==> config.mk <==
export PLATFORM = sky130hd
export DESIGN_NAME = cfg_serial_port
export DESIGN_NICKNAME = d
export VERILOG_FILES = /design/src/rtl/cfg_serial_pkg.sv /design/src/rtl/cfg_sync.sv /design/src/rtl/cfg_frame.sv /design/src/rtl/cfg_shout.sv /design/src/rtl/cfg_regbank.sv /design/src/rtl/cfg_serial_port.sv
export SDC_FILE = /design/constraint.sdc
export NUM_CORES = 1
export LEC_CHECK = 0
export ABC_AREA = 0
export BUFFER_PORTS_ARGS = -buffer_cell sky130_fd_sc_hd__clkbuf_2
export CAP_MARGIN = 15
export CELL_PAD_IN_SITES_DETAIL_PLACEMENT = 1
export CELL_PAD_IN_SITES_GLOBAL_PLACEMENT = 2
export CORE_MARGIN = 8
export CORE_UTILIZATION = 36
export CTS_CLUSTER_SIZE = 12
export DETAILED_ROUTE_END_ITERATION = 10
export GPL_TIMING_DRIVEN = 0
export PLACE_DENSITY = 0.84
export SYNTH_ARGS = -nofsm -noshare
export SYNTH_HDL_FRONTEND = slang
export SYNTH_SLANG_ARGS = --single-unit
export TNS_END_PERCENT = 30
==> constraint.sdc <==
create_clock -name mclk -period 2 [get_ports mclk]
set_input_delay 0.1 -clock mclk [delete_from_list [all_inputs] [get_ports mclk]]
set_output_delay 0.1 -clock mclk [all_outputs]
set_load 0.1 [all_outputs]
==> src/rtl/cfg_serial_pkg.sv <==
package cfg_serial_pkg;
   // Direction bit carried at the head of every command.
   typedef enum logic {
      OP_WRITE = 1'b0,
      OP_READ  = 1'b1
   } cfg_op_e;
endpackage

==> src/rtl/cfg_sync.sv <==
module cfg_sync #(
   parameter int            W       = 1,
   parameter int            STAGES  = 2,
   parameter logic [W-1:0]  RST_VAL = '0
) (
   input  logic         clk,
   input  logic         rst_n,
   input  logic [W-1:0] d,
   output logic [W-1:0] q
);
   logic [STAGES-1:0][W-1:0] stg_q;

   always_ff @(posedge clk or negedge rst_n) begin
      if (!rst_n) stg_q <= {STAGES{RST_VAL}};
      else        stg_q <= {stg_q[STAGES-2:0], d};
   end

   assign q = stg_q[STAGES-1];
endmodule

==> src/rtl/cfg_frame.sv <==
module cfg_frame
   import cfg_serial_pkg::*;
#(
   parameter int AW      = 4,
   parameter int DW      = 8,
   parameter int GAP_MIN = 3
) (
   input  logic          clk,
   input  logic          rst_n,
   input  logic          sclk_s,
   input  logic          sdi_s,
   input  logic          sen_s,
   output logic          sclk_fall,
   output logic          win_start,
   output logic          win_end,
   output logic          wr_en,
   output logic          rd_req,
   output logic [AW-1:0] cmd_addr,
   output logic [DW-1:0] cmd_data,
   output logic          proto_err
);
   localparam int FW = 1 + AW + DW;
   localparam int CW = $clog2(FW + 1);
   localparam int GW = $clog2(GAP_MIN + 1);

   logic          sclk_q, sen_q;
   logic [GW-1:0] hi_cnt;
   logic          gap_ok, win_ok, err_q;
   logic [FW-1:0] shift_q;
   logic [CW-1:0] bit_cnt;
   logic          sclk_rise, sen_fall, frame_ok;

   always_ff @(posedge clk or negedge rst_n) begin
      if (!rst_n) begin
         sclk_q <= 1'b0;
         sen_q  <= 1'b1;
      end else begin
         sclk_q <= sclk_s;
         sen_q  <= sen_s;
      end
   end

   assign sclk_rise = sclk_s & ~sclk_q;
   assign sclk_fall = ~sclk_s & sclk_q;
   assign sen_fall  = ~sen_s & sen_q;
   assign win_end   = sen_s & ~sen_q;

   // Length of the idle gap, saturating at the minimum.
   always_ff @(posedge clk or negedge rst_n) begin
      if (!rst_n)                       hi_cnt <= '0;
      else if (!sen_s)                  hi_cnt <= '0;
      else if (hi_cnt != GW'(GAP_MIN))  hi_cnt <= hi_cnt + 1'b1;
   end

   assign gap_ok    = (hi_cnt == GW'(GAP_MIN));
   assign win_start = sen_fall & gap_ok;

   always_ff @(posedge clk or negedge rst_n) begin
      if (!rst_n) begin
         win_ok  <= 1'b0;
         err_q   <= 1'b0;
         shift_q <= '0;
         bit_cnt <= '0;
      end else if (sen_fall) begin
         win_ok  <= gap_ok;
         err_q   <= ~gap_ok;
         bit_cnt <= '0;
      end else if (sclk_rise && !sen_s && win_ok) begin
         shift_q <= {shift_q[FW-2:0], sdi_s};
         if (bit_cnt != CW'(FW)) bit_cnt <= bit_cnt + 1'b1;
      end
   end

   assign frame_ok  = win_end & win_ok & (bit_cnt == CW'(FW));
   assign wr_en     = frame_ok & (shift_q[FW-1] == OP_WRITE);
   assign rd_req    = frame_ok & (shift_q[FW-1] == OP_READ);
   assign cmd_addr  = shift_q[FW-2 -: AW];
   assign cmd_data  = shift_q[DW-1:0];
   assign proto_err = err_q;
endmodule

==> src/rtl/cfg_shout.sv <==
module cfg_shout #(
   parameter int AW = 4,
   parameter int DW = 8
) (
   input  logic          clk,
   input  logic          rst_n,
   input  logic          rd_req,
   input  logic [AW-1:0] rd_addr,
   input  logic          win_start,
   input  logic          win_end,
   input  logic          sclk_fall,
   input  logic [DW-1:0] rd_data,
   output logic [AW-1:0] pend_addr,
   output logic          sdo
);
   localparam int LW = $clog2(DW + 1);

   logic          pend_q;
   logic [AW-1:0] pend_addr_q;
   logic [DW-1:0] sh_q;
   logic [LW-1:0] left_q;
   logic          sdo_q;

   always_ff @(posedge clk or negedge rst_n) begin
      if (!rst_n) begin
         pend_q      <= 1'b0;
         pend_addr_q <= '0;
      end else if (rd_req) begin
         pend_q      <= 1'b1;
         pend_addr_q <= rd_addr;
      end else if (win_start) begin
         pend_q      <= 1'b0;
      end
   end

   always_ff @(posedge clk or negedge rst_n) begin
      if (!rst_n) begin
         sh_q   <= '0;
         left_q <= '0;
         sdo_q  <= 1'b0;
      end else if (win_end) begin
         left_q <= '0;
         sdo_q  <= 1'b0;
      end else if (win_start && pend_q) begin
         sh_q   <= rd_data;
         left_q <= LW'(DW);
      end else if (sclk_fall) begin
         if (left_q != '0) begin
            sdo_q  <= sh_q[DW-1];
            sh_q   <= {sh_q[DW-2:0], 1'b0};
            left_q <= left_q - 1'b1;
         end else begin
            sdo_q  <= 1'b0;
         end
      end
   end

   assign pend_addr = pend_addr_q;
   assign sdo       = sdo_q;
endmodule

==> src/rtl/cfg_regbank.sv <==
module cfg_regbank #(
   parameter int AW = 4,
   parameter int DW = 8
) (
   input  logic               clk,
   input  logic               rst_n,
   input  logic               wr_en,
   input  logic [AW-1:0]      wr_addr,
   input  logic [DW-1:0]      wr_data,
   input  logic [AW-1:0]      rd_addr,
   output logic [DW-1:0]      rd_data,
   output logic [(1<<AW)*DW-1:0] bank_q
);
   localparam int NREG = 1 << AW;

   for (genvar g = 0; g < NREG; g++) begin : g_reg
      logic [DW-1:0] r_q;
      always_ff @(posedge clk or negedge rst_n) begin
         if (!rst_n)                            r_q <= '0;
         else if (wr_en && wr_addr == AW'(g))   r_q <= wr_data;
      end
      assign bank_q[g*DW +: DW] = r_q;
   end

   assign rd_data = bank_q[rd_addr*DW +: DW];
endmodule

==> src/rtl/cfg_serial_port.sv <==
module cfg_serial_port #(
   parameter int AW          = 4,
   parameter int DW          = 8,
   parameter int GAP_MIN     = 3,
   parameter int SYNC_STAGES = 2
) (
   input  logic                   mclk,
   input  logic                   rst_n,
   input  logic                   sclk,
   input  logic                   sdi,
   input  logic                   sen_n,
   output logic                   sdo,
   output logic                   proto_err,
   output logic [(1<<AW)*DW-1:0]  cfg_q
);
   if (AW < 1 || AW > 6) begin : g_bad_aw
      $error("cfg_serial_port: AW out of range");
   end
   if (DW < 2) begin : g_bad_dw
      $error("cfg_serial_port: DW must be at least 2");
   end
   if (GAP_MIN < 1) begin : g_bad_gap
      $error("cfg_serial_port: GAP_MIN must be positive");
   end
   if (SYNC_STAGES < 2) begin : g_bad_sync
      $error("cfg_serial_port: need two or more sync stages");
   end

   logic          sen_s, sclk_s, sdi_s;
   logic          sclk_fall, win_start, win_end, wr_en, rd_req;
   logic [AW-1:0] cmd_addr, pend_addr;
   logic [DW-1:0] cmd_data, rd_data;

   cfg_sync #(.W(3), .STAGES(SYNC_STAGES), .RST_VAL(3'b100)) i_sync (
      .clk   (mclk),
      .rst_n (rst_n),
      .d     ({sen_n, sclk, sdi}),
      .q     ({sen_s, sclk_s, sdi_s})
   );

   cfg_frame #(.AW(AW), .DW(DW), .GAP_MIN(GAP_MIN)) i_frame (
      .clk       (mclk),
      .rst_n     (rst_n),
      .sclk_s    (sclk_s),
      .sdi_s     (sdi_s),
      .sen_s     (sen_s),
      .sclk_fall (sclk_fall),
      .win_start (win_start),
      .win_end   (win_end),
      .wr_en     (wr_en),
      .rd_req    (rd_req),
      .cmd_addr  (cmd_addr),
      .cmd_data  (cmd_data),
      .proto_err (proto_err)
   );

   cfg_regbank #(.AW(AW), .DW(DW)) i_bank (
      .clk     (mclk),
      .rst_n   (rst_n),
      .wr_en   (wr_en),
      .wr_addr (cmd_addr),
      .wr_data (cmd_data),
      .rd_addr (pend_addr),
      .rd_data (rd_data),
      .bank_q  (cfg_q)
   );

   cfg_shout #(.AW(AW), .DW(DW)) i_shout (
      .clk       (mclk),
      .rst_n     (rst_n),
      .rd_req    (rd_req),
      .rd_addr   (cmd_addr),
      .win_start (win_start),
      .win_end   (win_end),
      .sclk_fall (sclk_fall),
      .rd_data   (rd_data),
      .pend_addr (pend_addr),
      .sdo       (sdo)
   );
endmodule

==> impl_metrics.env, run 1 <==
export IMPL_outcome="finished, violations left"
export IMPL_violations="negative setup slack"
export IMPL_syn_to_final_growth_pct=33.76
export IMPL_maxCapViolations=0
export IMPL_fp_dieArea_um2=27050
export IMPL_netlist_instances=519
export IMPL_finalSetupViolations=119
export IMPL_rsz0062_at_grt="yes"
export IMPL_regToRegStartpoint="i_frame.bit_cnt[1]$_DFFE_PN0P_"
export IMPL_grt_pass1_vias=6370
export IMPL_synth_edff_count=0
export IMPL_syn_nets=529
export IMPL_leakagePower_nw=5.171
export IMPL_start_util_pct=36.47
export IMPL_cp_end_kind="register"
export IMPL_grt_total_usage_pct=20.83
export IMPL_synth_async_reset_ratio_pct=100.0
export IMPL_routedWlPerCell_um=27.80
export IMPL_gp_congestion=0.8292
export IMPL_rrSetupSlack_ns=-0.14
export IMPL_maxSlewViolCount=0
export IMPL_fin_crit_ns=2.144
export IMPL_syn_avg_cell_area_um2=15.29
export IMPL_clock_latency_ns=0.44
export IMPL_preCtsSetupSlack_ns=-0.6277
export IMPL_rows=54
export IMPL_cts_buffer_depth=2
export IMPL_power_density_nw_per_um2=670.1
export IMPL_ctsHtreeMaxLevel=4
export IMPL_grt_max_degree=92
export IMPL_synth_seq_cells=175
export IMPL_critical_path_reg2reg_endpoint="i_bank.g_reg[0].r_q[6]$_DFFE_PN0P_"
export IMPL_vdd_ir_drop_max_v=0.0005055
export IMPL_yosysTopAreaCellShare_pct=54.24
export IMPL_power_mw=7.112
export IMPL_ioPinCount=135
export IMPL_required_ns=2.32
export IMPL_seq_area_frac_synth_pct=55.23
export IMPL_drc=0
export IMPL_final_core_util_pct=48.79
export IMPL_antenna_found_initial=0
export IMPL_max_slew_margin_pct=52.70
export IMPL_synth_area_leaders="dfrtp_1 (54%), mux2_2 (20%), mux4_2 (9.4%)"
export IMPL_path_max_fanout=7
export IMPL_synth_area_um2=7935
export IMPL_tightest_slew_ns=0.7095
export IMPL_routed_wirelength_um=28350
export IMPL_die_h_um=164.5
export IMPL_detail_route_antenna_nets=0
export IMPL_hold_violations=0
export IMPL_io_buffers=134
export IMPL_cts_tree="yes"
export IMPL_dr_total_vias=5667
export IMPL_finalCritPeriodShare_pct=107.2
export IMPL_path_cells="inv_2, ha_1, and3_4, nand3_4, buf_6, nor4_4, buf_4, mux2_2"
export IMPL_fmax_mhz=466.4
export IMPL_cts_root_buf="clkbuf_16"
export IMPL_clkTransAtPathRegs_ns=0.07
export IMPL_yosysUniqueCellTypes=43
export IMPL_grt_pass1_wl_um=41260
export IMPL_die_x_um=164.5
export IMPL_min_path_type="in2async"
export IMPL_drtIter0Drc=441
export IMPL_critical_path_arrival_ns=2.47
export IMPL_layout_nets=737
export IMPL_cts_made_buffers=17
export IMPL_drt_first_pass_iters=4
export IMPL_core_um2=21760
export IMPL_start_kind="register"
export IMPL_yosys_area_top_type="dfrtp_1"
export IMPL_overflow=0
export IMPL_hpwl_um=17810
export IMPL_drive_gt1_share_pct=60.14
export IMPL_yosys_most_used_dff="dfrtp_1"
export IMPL_num_antenna_cells=0
export IMPL_finalWorstSetupSlack_ns=-0.1439
export IMPL_fin_tns_setup_ns=-5.522
export IMPL_via_per_inst=5.556
export IMPL_critPathKind="reg2reg"
export IMPL_cts_num_sinks=175
export IMPL_yosys_warnings=0
export IMPL_fin_worst_skew_ns=0.01529
export IMPL_crit_slowest_cell="dfrtp_1"
export IMPL_cpPeakStageDelay_ns=0.40
export IMPL_reg2reg_depth=8
-- area by class of cell --
cell class / instances / area, µm²
multi-input combinational: 308 / 3725
timing repair buffer: 193 / 1374
clock inverter: 11 / 107.6
sequential: 175 / 4383
tap: 280 / 350.3
inverter: 5 / 18.77
clock buffer: 21 / 470.5
fill: 2166 / 11140
buffer: 27 / 185.2
-- routing by layer --
layer / wire (µm) / vias to the layer above / global-route usage, % / part of all wire (%)
met2: 13970 / 231 / 33.54 / 49
li1: - / 2331 / - / -
met4: 662 / 0 / 7.740 / 2.3
met3: 1882 / 47 / 5.833 / 6.6
met1: 11830 / 3058 / 26.38 / 42
met5: 0 / - / 0 / 0
-- power by group --
part | internal [mW] | switching (mW) | total (mW)
logic | 0.0555 | 0.149 | 0.204
registers | 3.57 | 0.0350 | 3.60
clock network | 1.83 | 1.48 | 3.30
total | 5.45 | 1.66 | 7.11
-- worst max-delay path by stage --
| stage | from | end | slack (ns) | depth (start not counted) |
|---|---|---|---|---|
| global route | i_sync.q[2]$_DFF_PN1_ | i_bank.g_reg[0].r_q[6]$_DFFE_PN0P_ | -0.18 | 6 |
| floorplan | i_frame.bit_cnt[1]$_DFFE_PN0P_ | i_bank.g_reg[9].r_q[0]$_DFFE_PN0P_ | -0.05 | 8 |
| detailed placement | i_frame.bit_cnt[1]$_DFFE_PN0P_ | i_bank.g_reg[7].r_q[5]$_DFFE_PN0P_ | -0.63 | 8 |
| global placement | rst_n | i_bank.g_reg[6].r_q[4]$_DFFE_PN0P_ | -2.14 | 1 |
| finish | i_frame.bit_cnt[1]$_DFFE_PN0P_ | i_bank.g_reg[0].r_q[6]$_DFFE_PN0P_ | -0.14 | 8 |
| CTS | i_shout.pend_addr[0]$_DFFE_PN0P_ | i_shout.sh_q[0]$_DFFE_PN0P_ | -0.13 | 6 |
-- critical path, delay by kind of cell, from the launching register on --
kind                     cells  cell delay, ns
buffers and inverters        3            0.48
multiplexers                 1            0.33
adder cells (fa/ha/maj)      1            0.14
flip-flops                   1            0.40
AND/OR/NAND/NOR              3            0.68
-- repair_timing --
| item | CTS | global route |
|---|---|---|
| buffers inserted | 41 | 11 |
| endpoints found under the hold margin | 85 | 0 |
| gates resized for setup | 38 | 95 |
| setup endpoints to repair | 147 | 140 |
| pin swaps | 16 | 8 |
| hold buffers | 4 | 0 |
| gates cloned | 0 | 2 |
-- cells by family (layout without fill, tap and decap cells) --
group,count (synthesis),after routing,synth area share [%]
multiplexers,179,179,30.07
flip-flops,175,175,55.24
XOR/XNOR,7,7,0.7726
AND/OR/NAND/NOR,75,75,7.553
adder cells (fa/ha/maj),5,5,0.7884
AO/OA/AOI/OAI,42,42,3.563
buffers and inverters,36,257,2.018
-- state kept, by name (all words and copies together) (netlist names) --
signal and count:
i_bank.g.r_q 128, i_frame.bit_cnt 4, i_frame.hi_cnt 2, i_frame.proto_err 1
i_frame.sclk_q 1, i_frame.sen_q 1, i_frame.shift_q 13, i_frame.win_ok 1
i_shout.left_q 4, i_shout.pend_addr 4, i_shout.pend_q 1, i_shout.sdo 1
i_shout.sh_q 8, i_sync.q 3, i_sync.stg_q 3
-- placed cells by master (no fill, tap or decap), types with 2 or more instances in the layout --
cell,n
dfrtp_1,172
clkbuf_2,139
mux2_4,80
mux2_2,65
mux4_2,33
buf_4,28
clkbuf_16,19
nand2_1,18
buf_12,14
buf_6,14
a22oi_1,13
nor3_4,12
nor2_1,9
a21oi_1,9
buf_1,8
a21o_1,7
a31oi_1,7
xnor2_1,5
ha_1,5
buf_2,4
nand2b_1,4
clkbuf_1,4
nor4_4,4
nor2b_1,4
clkinv_4,4
clkbuf_8,4
dlygate4sd3_1,4
inv_1,3
nand3_1,3
and2_1,3
dfstp_2,3
inv_2,2
nand4_1,2
xor2_1,2
a211oi_1,2
nor2_2,2
nor3_1,2
clkinv_2,2
inv_6,2
clkinvlp_4,2
-- cell usage after synthesis (2+ instances only) --
master and number:
mux2_2 144, nand4_1 2, dfstp_2 3, nor4_4 4
nor3_4 12, ha_1 5, inv_1 5, a21oi_1 9
nand3_1 3, nor2b_1 5, a21o_1 7, xor2_1 2
xnor2_1 5, a22oi_1 14, and2_1 4, buf_2 8
a211oi_1 2, buf_4 2, dfrtp_1 172, a31oi_1 7
nor2_1 11, clkbuf_1 11, buf_1 9, nand2_1 18
nand2b_1 4, mux4_2 33, nor3_1 2
-- through the flow --
step / cell area [µm²] / std cells / hold WS, ns
after floorplan: 7935 / 519 / -0.1956
after global placement: 8956 / 933 / 0.1896
after detailed placement: 8992 / 934 / 0.1902
after CTS: 10170 / 1010 / 0.2881
after global routing: 10610 / 1020 / 0.2931
final: 10610 / 1020 / 0.2913
Power figures use the tool's default switching activity.
==> run 2: changes to the inputs <==
- RECOVER_POWER: not set -> 50
==> impl_metrics.env, run 2 (same netlist as run 1, synthesis figures left out) <==
export IMPL_tightest_slew_ns=1.222
export IMPL_fin_tns_setup_ns=-5.507
export IMPL_routedWlPerCell_um=27.79
export IMPL_maxSlewViolCount=0
export IMPL_power_mw=7.111
export IMPL_routed_wirelength_um=28350
export IMPL_preCtsSetupSlack_ns=-0.6277
export IMPL_drtIter0Drc=441
export IMPL_drc=0
export IMPL_cts_root_buf="clkbuf_16"
export IMPL_critical_path_reg2reg_endpoint="i_bank.g_reg[0].r_q[6]$_DFFE_PN0P_"
export IMPL_rrSetupSlack_ns=-0.14
export IMPL_detail_route_antenna_nets=0
export IMPL_cpPeakStageDelay_ns=0.40
export IMPL_regMostFlops="i_bank.g.r_q"
export IMPL_clock_latency_ns=0.44
export IMPL_drt_first_pass_iters=4
export IMPL_via_per_inst=5.556
export IMPL_dp_cells=934
export IMPL_fmax_mhz=466.5
export IMPL_die_x_um=164.5
export IMPL_reg2reg_depth=8
export IMPL_finalCritPeriodShare_pct=107.2
export IMPL_outcome="finished, violations left"
export IMPL_ioPinCount=135
export IMPL_num_antenna_cells=0
export IMPL_leakagePower_nw=5.169
export IMPL_antenna_found_initial=0
export IMPL_finalWorstSetupSlack_ns=-0.1438
export IMPL_rows=54
export IMPL_cts_made_buffers=17
export IMPL_gp_congestion=0.8292
export IMPL_violations="negative setup slack"
export IMPL_finalSetupViolations=119
export IMPL_crit_slowest_cell="dfrtp_1"
export IMPL_fin_area_um2=10610
export IMPL_io_buffers=134
export IMPL_hold_violations=0
export IMPL_largest_reg_flops=128
export IMPL_required_ns=2.32
export IMPL_hold_ws_ns=0.3078
export IMPL_power_density_nw_per_um2=670.3
export IMPL_clkTransAtPathRegs_ns=0.07
export IMPL_place_area_um2=8992
export IMPL_start_kind="register"
export IMPL_vdd_ir_drop_max_v=0.0005055
export IMPL_layout_nets=737
export IMPL_min_path_type="in2reg"
export IMPL_critPathKind="reg2reg"
export IMPL_final_cell_mix="dfrtp_1 (172), clkbuf_2 (139), mux2_4 (80)"
export IMPL_critical_path_arrival_ns=2.47
export IMPL_min_path_cells=2
export IMPL_hold_end="i_sync.stg_q[2]$_DFF_PN1_"
export IMPL_cts_num_sinks=175
export IMPL_grt_max_degree=92
export IMPL_dr_total_vias=5667
export IMPL_cts_tree="yes"
export IMPL_regToRegStartpoint="i_frame.bit_cnt[1]$_DFFE_PN0P_"
export IMPL_critPathBufInv=3
export IMPL_grt_pass1_vias=6370
export IMPL_hpwl_um=17810
export IMPL_final_cells=1020
export IMPL_die_h_um=164.5
export IMPL_core_um2=21760
export IMPL_overflow=0
export IMPL_final_core_util_pct=48.76
export IMPL_fp_dieArea_um2=27050
export IMPL_crit_family="simple AND/OR/NAND/NOR gates"
export IMPL_fin_crit_ns=2.144
export IMPL_drive_gt1_share_pct=60.14
export IMPL_path_cells="inv_2, ha_1, and3_4, nand3_4, buf_6, nor4_4, buf_4, mux2_2"
export IMPL_mostFrequentLayoutCell="dfrtp_1"
export IMPL_cts_buffer_depth=2
export IMPL_syn_to_final_growth_pct=33.68
export IMPL_min_from="sen_n"
export IMPL_grt_pass1_wl_um=41260
export IMPL_nFillCells=2167
export IMPL_max_slew_margin_pct=18.56
export IMPL_path_max_fanout=7
export IMPL_start_util_pct=36.47
export IMPL_cp_end_kind="register"
export IMPL_fin_worst_skew_ns=0.01521
export IMPL_rsz0062_at_grt="yes"
export IMPL_grt_total_usage_pct=20.83
export IMPL_maxCapViolations=0
export IMPL_ctsHtreeMaxLevel=4
export IMPL_reg_top3="i_bank.g.r_q (128), i_frame.shift_q (13), i_shout.sh_q (8)"
run 2: cell count changes in the layout (fill, tap and decap cells not counted):
cell,previous run,this run
clkbuf_8,4,3
clkbuf_4,1,2
run 2: worst max-delay path by stage:
stage / startpoint / end / slack [ns] / depth (start not counted)
after floorplan: i_frame.bit_cnt[1]$_DFFE_PN0P_ / i_bank.g_reg[9].r_q[0]$_DFFE_PN0P_ / -0.05 / 8
after global placement: rst_n / i_bank.g_reg[6].r_q[4]$_DFFE_PN0P_ / -2.14 / 1
after detailed placement: i_frame.bit_cnt[1]$_DFFE_PN0P_ / i_bank.g_reg[7].r_q[5]$_DFFE_PN0P_ / -0.63 / 8
after CTS: i_shout.pend_addr[0]$_DFFE_PN0P_ / i_shout.sh_q[0]$_DFFE_PN0P_ / -0.13 / 6
after global routing: i_sync.q[2]$_DFF_PN1_ / i_bank.g_reg[0].r_q[6]$_DFFE_PN0P_ / -0.18 / 6
final: i_frame.bit_cnt[1]$_DFFE_PN0P_ / i_bank.g_reg[0].r_q[6]$_DFFE_PN0P_ / -0.14 / 8
run 2: area by class of cell:
cell class / instances / area, µm² / share of cell area [%]
Sequential cell: 175 / 4383 / 41.32
Multi-Input combinational cell: 308 / 3725 / 35.11
Timing Repair Buffer: 193 / 1368 / 12.89
Clock buffer: 21 / 470.5 / 4.435
Tap cell: 280 / 350.3 / 3.303
Buffer: 27 / 185.2 / 1.746
Clock inverter: 11 / 107.6 / 1.014
Inverter: 5 / 18.77 / 0.1769
run 2: per-layer routing:
layer	vias up	part of all wire [%]	track usage, %	wire (µm)
li1	2331	-	-	-
met1	3058	42	26.38	11830
met2	231	49	33.54	13970
met3	47	6.6	5.833	1882
met4	0	2.3	7.740	662
met5	-	0	0	0
run 2: what timing repair did:
item / in CTS / in global routing
pin swaps: 16 / 8
resized for setup: 38 / 95
setup endpoints to repair: 147 / 140
cloned: 0 / 2
hold endpoints to repair: 85 / 0
buffers inserted: 41 / 11
hold buffers: 4 / 0
run 2: report_power, final:
group | internal, mW | switching [mW] | total [mW]
combinational | 0.0545 | 0.148 | 0.203
clock | 1.83 | 1.48 | 3.30
sequential | 3.57 | 0.0350 | 3.60
==> run 3: changes to the inputs <==
- CELL_PAD_IN_SITES_DETAIL_PLACEMENT: 1 -> 0
- CELL_PAD_IN_SITES_GLOBAL_PLACEMENT: 2 -> 1
- CORE_MARGIN: 8 -> not set
- CORE_UTILIZATION: 36 -> 42
==> impl_metrics.env, run 3 (same netlist as run 1, synthesis figures left out) <==
export IMPL_overflow=0
export IMPL_maxCapViolations=0
export IMPL_dr_total_vias=5531
export IMPL_hpwl_um=14880
export IMPL_grt_total_usage_pct=25.13
export IMPL_syn_to_final_growth_pct=32.95
export IMPL_preCtsSetupSlack_ns=-0.5138
export IMPL_final_cell_mix="dfrtp_1 (172), clkbuf_2 (142), mux2_4 (109)"
export IMPL_rrSetupSlack_ns=-0.23
export IMPL_start_util_pct=43.58
export IMPL_drc=0
export IMPL_ctsHtreeMaxLevel=4
export IMPL_fin_crit_ns=2.227
export IMPL_rsz0062_at_grt="yes"
export IMPL_start_kind="register"
export IMPL_multi_input_area_um2=3832
export IMPL_die_h_um=139.5
export IMPL_regMostFlops="i_bank.g.r_q"
export IMPL_reg_top3="i_bank.g.r_q (128), i_frame.shift_q (13), i_shout.sh_q (8)"
export IMPL_finalSetupViolations=123
export IMPL_vdd_ir_drop_max_v=0.0006241
export IMPL_via_per_inst=5.761
export IMPL_cts_root_buf="clkbuf_16"
export IMPL_tightest_slew_ns=1.013
export IMPL_antenna_found_initial=0
export IMPL_critPathBufInv=4
export IMPL_critical_path_reg2reg_endpoint="i_bank.g_reg[0].r_q[5]$_DFFE_PN0P_"
export IMPL_min_path_cells=2
export IMPL_leakagePower_nw=5.133
export IMPL_critPathKind="reg2reg"
export IMPL_max_slew_margin_pct=32.44
export IMPL_cpPeakStageDelay_ns=0.38
export IMPL_crit_family="simple AND/OR/NAND/NOR gates"
export IMPL_final_core_util_pct=57.94
export IMPL_cp_end_kind="register"
export IMPL_drtIter0Drc=439
export IMPL_routedWlPerCell_um=25.23
export IMPL_violations="negative setup slack"
export IMPL_layout_nets=728
export IMPL_min_path_type="in2reg"
export IMPL_fp_dieArea_um2=19450
export IMPL_fin_area_um2=10550
export IMPL_fin_worst_skew_ns=0.01078
export IMPL_cp_common_cell="buf_6"
export IMPL_hold_end="i_sync.stg_q[1]$_DFF_PN0_"
export IMPL_place_area_um2=8929
export IMPL_cts_num_sinks=175
export IMPL_regToRegStartpoint="i_frame.bit_cnt[1]$_DFFE_PN0P_"
export IMPL_hold_violations=0
export IMPL_outcome="finished, violations left"
export IMPL_grt_max_degree=103
export IMPL_crit_slowest_cell="dfrtp_1"
export IMPL_required_ns=2.32
export IMPL_io_buffers=134
export IMPL_final_cells=960
export IMPL_die_x_um=139.5
export IMPL_rows=49
export IMPL_ff_latch_area_um2=4383
export IMPL_min_from="sclk"
export IMPL_cts_tree="yes"
export IMPL_reg2reg_depth=9
export IMPL_mostFrequentLayoutCell="dfrtp_1"
export IMPL_grt_pass1_wl_um=35610
export IMPL_fmax_mhz=449.1
export IMPL_fin_tns_setup_ns=-11.10
export IMPL_cts_buffer_depth=2
export IMPL_nFillCells=1391
export IMPL_finalCritPeriodShare_pct=111.3
export IMPL_path_max_fanout=5
export IMPL_ioPinCount=135
export IMPL_routed_wirelength_um=24220
export IMPL_cts_made_buffers=17
export IMPL_power_density_nw_per_um2=683.5
export IMPL_power_mw=7.211
export IMPL_path_cells="inv_1, ha_2, and3_4, nand3_4, buf_12, buf_6, nor4_4, buf_6, mux2_4"
export IMPL_dp_cells=883
export IMPL_num_antenna_cells=0
export IMPL_drive_gt1_share_pct=58.82
export IMPL_core_um2=18210
export IMPL_gp_congestion=0.8551
export IMPL_drt_first_pass_iters=4
export IMPL_largest_reg_flops=128
export IMPL_clock_latency_ns=0.44
export IMPL_grt_pass1_vias=5716
export IMPL_detail_route_antenna_nets=0
export IMPL_clkTransAtPathRegs_ns=0.07
export IMPL_hold_ws_ns=0.3160
export IMPL_maxSlewViolCount=0
export IMPL_finalWorstSetupSlack_ns=-0.2265
export IMPL_critical_path_arrival_ns=2.55
[run 3: layout make-up]
class	instances	share of cell area, %
inverter	5	0.1779
clock inverter	10	1.174
sequential	175	41.54
timing repair buffer	181	11.67
tap	229	2.716
clock buffer	22	4.590
buffer	30	1.803
multi-input combinational	308	36.33
[run 3: report_power, final]
group | leakage, nW | total (mW) | switching (mW) | internal, mW
Sequential | 2.42 | 3.60 | 0.0309 | 3.57
Combinational | 2.42 | 0.195 | 0.145 | 0.0502
Clock | 0.294 | 3.42 | 1.43 | 1.99
[run 3: what timing repair did]
item,4_1_cts,5_1_grt
setup buffers,31,11
resized for setup,79,96
hold buffers,4,0
pin swaps,15,12
cloned,0,0
hold endpoints to repair,74,0
setup endpoints to repair,147,145
[run 3: worst max path at each step]
stage,startpoint,endpoint,slack (ns),cells past startpoint
global route,i_frame.bit_cnt[1]$_DFFE_PN0P_,i_bank.g_reg[0].r_q[5]$_DFFE_PN0P_,-0.26,9
floorplan,i_frame.bit_cnt[1]$_DFFE_PN0P_,i_bank.g_reg[9].r_q[0]$_DFFE_PN0P_,-0.05,8
CTS,i_frame.bit_cnt[1]$_DFFE_PN0P_,i_bank.g_reg[8].r_q[2]$_DFFE_PN0P_,-0.31,7
detailed placement,i_frame.bit_cnt[1]$_DFFE_PN0P_,i_bank.g_reg[9].r_q[5]$_DFFE_PN0P_,-0.51,8
global placement,rst_n,i_bank.g_reg[6].r_q[4]$_DFFE_PN0P_,-2.12,1
finish,i_frame.bit_cnt[1]$_DFFE_PN0P_,i_bank.g_reg[0].r_q[5]$_DFFE_PN0P_,-0.23,9
[run 3: layer usage]
metal,global-route usage [%],routed length [µm],vias up
met5,0,0,-
met4,10.99,891,0
met3,6.710,1740,56
met2,39.22,11500,246
met1,33.05,10090,2899
li1,-,-,2330
